## src/rtl/esc_rx_pkg.sv

```systemverilog
`timescale 1ns/1ps
package esc_rx_pkg;
  localparam logic [7:0] SOF_BYTE = 8'h02;
  localparam logic [7:0] ESC_BYTE = 8'h04;
  localparam logic [7:0] EOF_BYTE = 8'h03;

  typedef enum logic [3:0] {
    ST_HUNT,
    ST_OPEN,
    ST_LEN,
    ST_CMD,
    ST_PAY,
    ST_CHK,
    ST_TAILESC,
    ST_TAILEOF,
    ST_DONE
  } rxState_t;

  // strobes from control to datapath
  typedef struct packed {
    logic clrFrame;
    logic takeLen;
    logic takeCmd;
    logic takePay;
    logic addSum;
    logic publish;
  } dpCtl_t;
endpackage

```

## src/rtl/esc_rx_ctrl.sv

```systemverilog
`timescale 1ns/1ps
module esc_rx_ctrl
  import esc_rx_pkg::*;
(
  input  logic       clk,
  input  logic       rst,
  input  logic       inValid,
  input  logic [7:0] inData,
  input  logic       lenZero,
  input  logic       lenTooBig,
  input  logic       lastPay,
  input  logic       sumZero,
  output logic       inReady,
  output logic       frameDone,
  output dpCtl_t     ctl
);
  rxState_t state, stateNext;
  logic escPend, escNext;
  logic take, isEsc, dataOk;

  assign inReady   = (state != ST_DONE);
  assign frameDone = (state == ST_DONE);
  assign take      = inValid && inReady;
  assign isEsc     = (inData == ESC_BYTE);

  always_comb begin
    stateNext = state;
    escNext   = escPend;
    ctl       = '0;
    dataOk    = 1'b0;
    if (take) begin
      case (state)
        ST_HUNT: if (inData == SOF_BYTE) stateNext = ST_OPEN;
        ST_OPEN: begin
          if (isEsc) begin
            stateNext    = ST_LEN;
            ctl.clrFrame = 1'b1;
            escNext      = 1'b0;
          end else if (inData != SOF_BYTE) begin
            stateNext = ST_HUNT;
          end
        end
        ST_LEN, ST_CMD, ST_PAY, ST_CHK: begin
          if (escPend) begin
            escNext = 1'b0;
            // doubled escape is data; escape+anything else (incl. 03h) aborts
            if (isEsc) dataOk = 1'b1;
            else       stateNext = ST_HUNT;
          end else if (isEsc) begin
            escNext = 1'b1;
          end else begin
            dataOk = 1'b1;
          end
        end
        ST_TAILESC: stateNext = isEsc ? ST_TAILEOF : ST_HUNT;
        ST_TAILEOF: begin
          if (inData == EOF_BYTE && sumZero) begin
            stateNext   = ST_DONE;
            ctl.publish = 1'b1;
          end else begin
            stateNext = ST_HUNT;
          end
        end
        default: ;
      endcase
    end

    if (dataOk) begin
      ctl.addSum = 1'b1;
      case (state)
        ST_LEN: begin
          ctl.takeLen = 1'b1;
          stateNext   = lenTooBig ? ST_HUNT : ST_CMD;
        end
        ST_CMD: begin
          ctl.takeCmd = 1'b1;
          stateNext   = lenZero ? ST_CHK : ST_PAY;
        end
        ST_PAY: begin
          ctl.takePay = 1'b1;
          if (lastPay) stateNext = ST_CHK;
        end
        ST_CHK: stateNext = ST_TAILESC;
        default: ;
      endcase
    end

    if (state == ST_DONE) stateNext = ST_HUNT;
  end

  always_ff @(posedge clk) begin
    if (rst) begin
      state   <= ST_HUNT;
      escPend <= 1'b0;
    end else begin
      state   <= stateNext;
      escPend <= escNext;
    end
  end
endmodule

```

## src/rtl/esc_rx_dp.sv

```systemverilog
`timescale 1ns/1ps
module esc_rx_dp
  import esc_rx_pkg::*;
#(
  parameter  int MAX_PAYLOAD = 255,
  localparam int AW          = $clog2(MAX_PAYLOAD + 1),
  localparam int DEPTH       = 1 << AW
) (
  input  logic          clk,
  input  logic          rst,
  input  logic [7:0]    inData,
  input  dpCtl_t        ctl,
  input  logic [AW-1:0] rdAddr,
  output logic [7:0]    rdData,
  output logic          lenZero,
  output logic          lenTooBig,
  output logic          lastPay,
  output logic          sumZero,
  output logic [7:0]    frameCmd,
  output logic [7:0]    frameCount
);
  logic [7:0] lenReg, cmdReg, cntReg, sumReg;
  logic [7:0] payMem [DEPTH];

  assign lenZero   = (lenReg == 8'h00);
  assign lenTooBig = ({1'b0, inData} > 9'(MAX_PAYLOAD));
  assign lastPay   = ((cntReg + 8'd1) == lenReg);
  assign sumZero   = (sumReg == 8'h00);
  assign rdData    = payMem[rdAddr];

  always_ff @(posedge clk) begin
    if (rst) begin
      lenReg     <= '0;
      cmdReg     <= '0;
      cntReg     <= '0;
      sumReg     <= '0;
      frameCmd   <= '0;
      frameCount <= '0;
    end else begin
      if (ctl.clrFrame) begin
        sumReg <= '0;
        cntReg <= '0;
      end
      if (ctl.addSum)  sumReg <= sumReg + inData;
      if (ctl.takeLen) lenReg <= inData;
      if (ctl.takeCmd) cmdReg <= inData;
      if (ctl.takePay) cntReg <= cntReg + 8'd1;
      if (ctl.publish) begin
        frameCmd   <= cmdReg;
        frameCount <= cntReg;
      end
    end
  end

  always_ff @(posedge clk) begin
    if (ctl.takePay) payMem[cntReg[AW-1:0]] <= inData;
  end
endmodule

```

## src/rtl/esc_frame_rx.sv

```systemverilog
`timescale 1ns/1ps
module esc_frame_rx
  import esc_rx_pkg::*;
#(
  parameter  int MAX_PAYLOAD = 255,
  localparam int AW          = $clog2(MAX_PAYLOAD + 1)
) (
  input  logic          clk,
  input  logic          rst,
  input  logic          inValid,
  input  logic [7:0]    inData,
  output logic          inReady,
  input  logic [AW-1:0] rdAddr,
  output logic [7:0]    rdData,
  output logic          frameDone,
  output logic [7:0]    frameCmd,
  output logic [7:0]    frameCount
);
  dpCtl_t ctl;
  logic lenZero, lenTooBig, lastPay, sumZero;

  esc_rx_ctrl u_ctrl (
    .clk       (clk),
    .rst       (rst),
    .inValid   (inValid),
    .inData    (inData),
    .lenZero   (lenZero),
    .lenTooBig (lenTooBig),
    .lastPay   (lastPay),
    .sumZero   (sumZero),
    .inReady   (inReady),
    .frameDone (frameDone),
    .ctl       (ctl)
  );

  esc_rx_dp #(.MAX_PAYLOAD(MAX_PAYLOAD)) u_dp (
    .clk        (clk),
    .rst        (rst),
    .inData     (inData),
    .ctl        (ctl),
    .rdAddr     (rdAddr),
    .rdData     (rdData),
    .lenZero    (lenZero),
    .lenTooBig  (lenTooBig),
    .lastPay    (lastPay),
    .sumZero    (sumZero),
    .frameCmd   (frameCmd),
    .frameCount (frameCount)
  );
endmodule

```

## config.mk

```make
export PLATFORM = sky130hd
export DESIGN_NAME = esc_frame_rx
export DESIGN_NICKNAME = d
export VERILOG_FILES = /design/src/rtl/esc_rx_pkg.sv /design/src/rtl/esc_rx_ctrl.sv /design/src/rtl/esc_rx_dp.sv /design/src/rtl/esc_frame_rx.sv
export SDC_FILE = /design/constraint.sdc
export NUM_CORES = 2
export LEC_CHECK = 0
export CAP_MARGIN = 20
export CORE_ASPECT_RATIO = 0.8
export CORE_UTILIZATION = 42
export CTS_CLUSTER_SIZE = 14
export DETAILED_ROUTE_END_ITERATION = 8
export DONT_BUFFER_PORTS = 1
export SYNTH_ARGS = -nofsm -noshare
export SYNTH_HDL_FRONTEND = slang
export SYNTH_SLANG_ARGS = --single-unit
```

## constraint.sdc

```tcl
create_clock -name clk -period 3.9 [get_ports clk]
set_input_delay 0.39 -clock clk [delete_from_list [all_inputs] [get_ports clk]]
set_output_delay 0.39 -clock clk [all_outputs]
set_load 0.02 [all_outputs]
```

==> impl_metrics.tcl <==
set metrics [dict create \
    status "finished with violations" \
    violations "max-slew violations, negative setup slack" \
    synth_area_sq_um 81560 \
    worstMarginPinSlew_ps 2076 \
    cts_tree "yes" \
    drc 0 \
    cp.required_ps 3510 \
    place.gp.congestion 0.8469 \
    grt_use_met2_pct 30.68 \
    clock_latency_ps 830 \
    fp.dieArea_sq_um 196000 \
    die_width_um 494.7 \
    final.period_utilization_pct 114.6 \
    maxCapViolations 0 \
    ir_worst_vdd_mv 0.3318 \
    synth.area.mux_share_pct 14.60 \
    crit_path_end_kind "output port" \
    critical_path.startpoint_type "primary input" \
    cp.arrival_ps 4080 \
    hold_class "in -> reg" \
    fin_cells 6986 \
    relSlewSlack_pct -38.40 \
    met3_usage_pct 5.044 \
    placed_cell_area_sq_um 85760 \
    synthSimpleGateAreaFrac_pct 3.527 \
    rsz0062_at_grt "false" \
    io_buffer_count 0 \
    synth_compound_area_share_pct 3.418 \
    clock_sinks 2101 \
    grt_max_degree 525 \
    firstDrtPassIters 8 \
    wl_per_cell_um 30.91 \
    yosys_warnings 0 \
    gr-max-usage-layer "met1" \
    synth_cell_types 61 \
    row_count 144 \
    grtUsageTotal_pct 21.55 \
    worstSetupPathType "in -> out" \
    core_sq_um 192800 \
    synth-adder-area-share_pct 0.1933 \
    cp_max_fo 524 \
    cts.clk_slew.worst_paths_ps 70 \
    power_mw 45.27 \
    final_net_count 4299 \
    grt_antenna_before_repair 6 \
    dp_cells 6591 \
    setup_viol 8 \
    drive_above_1_share_pct 23.30 \
    slew_violations 258 \
    cts-htree-levels 4 \
    vias 41800 \
    final_cell_mix "edfxtp_1, mux4_2, nor2_1, buf_4, clkbuf_16" \
    die_h_um 396.1 \
    hpwl_mm 118.5 \
    utilization_pct 48.11 \
    vias_per_cell 5.983 \
    synth_top_family_by_area "multiplexers" \
    setup_ws_ps -567.9 \
    finalCriticalPeriod_ps 4468 \
    drt_iter0_markers 5495 \
    ys.flop_type "edfxtp_1" \
    fmax_ghz 0.2238 \
    leakagePower_nw 28.71 \
    final-hold-violation-count 0 \
    cts_buffers 197 \
    stdcell_area_sq_um 92740 \
    ys_async_sr_fraction_pct 0 \
    synth-seq-cells 2101 \
    grt_util_met1_pct 33.61 \
    cts_max_path_buffers 3 \
    ant_nets 0 \
    syn_area_per_cell_sq_um 20.15 \
    synthCells 4047 \
    gr-total-overflow 0 \
    synth_xor_xnor_area_share_pct 0.2040 \
    io_pins 45 \
    wl_mm 215.9 \
    yosysSeqAreaShare_pct 76.71 \
    root_buffer "clkbuf_16" \
    layout_commonest_cell "edfxtp_1" \
    synthToLayoutAreaGrowth_pct 13.71 \
    fin_skew_ps 19.53 \
    fin_setup_tns_ps -2939 \
    start_util_pct 42.30 \
    grt_pass1_wl_mm 299.8 \
    syn_nets 4078 \
    synth_edf_count 2048 \
    powerDensity_nw_per_um2 488.1 \
    grt_pass1_vias 40430 \
]
==> worst paths after layout <==
path                                      start                  end  slack, ps  depth (start not counted)
worst max-delay path                  rdAddr[1]            rdData[0]       -570                          8
worst min-delay path                  inData[1]      u_ctrl.state[0]         80                          4
worst max register to register  u_ctrl.state[2]  u_dp.payMem[210][1]        410                          9
worst min register to register   u_dp.lenReg[5]       u_dp.lenReg[5]        490                          2
==> routing by layer <==
layer  up-vias  wire, um
met5         -         0
met4         0      3794
met3       246     22110
met2      1997     94660
met1     22360     95350
li1      17190         -
==> report_power, final <==
| part | internal [mW] | leakage (nW) | total [mW] | switching [mW] |
|---|---|---|---|---|
| Sequential | 24.8 | 18.8 | 24.8 | 0.0000414 |
| Clock | 10.1 | 2.96 | 18.5 | 8.33 |
| Combinational | 0.824 | 6.92 | 2.04 | 1.22 |
| Total | 35.7 | 28.7 | 45.3 | 9.55 |
==> synthesized netlist by cell type, drive strengths merged, types with 5 or more instances <==
cell,count,area [sq um]
mux4,462,10400
nand2b,14,87.58
o221ai,8,70.07
nor4,24,165.2
buf,120,596.8
and2,7,43.80
o21ai,29,145.1
a22oi,72,540.5
o22ai,76,475.5
a31oi,6,37.54
inv,9,33.78
and3,11,68.82
ha,11,137.6
xor2,9,78.83
nand4,9,56.30
edfxtp,2048,61500
nand2,118,442.9
nor2,327,1227
a2111oi,5,43.79
o211ai,31,232.7
mux2i,149,1491
dfxtp,53,1061
xnor2,10,87.58
a21oi,74,370.4
nand3,61,305.3
nand3b,6,45.04
or2,6,37.54
a211oi,18,135.1
a221oi,30,262.8
nor3,27,151.4
clkbuf,124,469.2
nor2b,25,156.4
a22o,36,315.3
==> stage by stage <==
step | setup slack (ps) | hold slack [ps]
final | -567.9 | 75.70
after global routing | 2.244 | 86.75
after CTS | -96.39 | 10.52
after detailed placement | -201.9 | 474.9
after global placement | -596.2 | 464.6
after floorplan | 722.6 | 459.8
==> worst max-delay path, stage by stage <==
cell and delay, ps:
mux4_2 1120, o211ai_1 390, o21ai_0 210, a2111oi_2 410, buf_4 200, nor4_2 60
o31a_1 210, buf_12 170
==> repair_timing <==
| action | CTS | global route |
|---|---|---|
| setup buffers | 0 | 2 |
| hold buffers | 20 | 1 |
| hold endpoints to repair | 2101 | 23 |
| pin swaps | 3 | 6 |
| setup endpoints to repair | 8 | 8 |
| cloned | 0 | 7 |
| gates resized for setup | 29 | 9 |
==> flip-flops by register name, summed over array words and instances, names as in the netlist <==
signal / count
u_dp.lenReg: 8
u_dp.cntReg: 8
u_dp.cmdReg: 8
u_ctrl.state: 4
u_dp.frameCount: 8
u_dp.payMem: 2048
u_ctrl.escPend: 1
u_dp.sumReg: 8
u_dp.frameCmd: 8
==> layout make-up <==
cell class | instances | area (sq um)
multi-input combinational | 1693 | 18210
timing repair buffer | 266 | 2663
antenna | 2 | 5.005
fill | 15810 | 100000
tap | 2555 | 3197
sequential | 2101 | 62560
inverter | 9 | 33.78
clock inverter | 111 | 842.1
clock buffer | 249 | 5231
==> cell families (layout without fill, tap and decap cells) <==
logic type               Yosys count  count (layout)
flip-flops                      2101            2101
AND/OR/NAND/NOR                  646             646
multiplexers                     612             612
AO/OA/AOI/OAI                    404             404
buffers and inverters            253             635
XOR/XNOR                          19              19
adder cells (fa/ha/maj)           12              12
other                              0               2
Power figures use the tool's default switching activity.
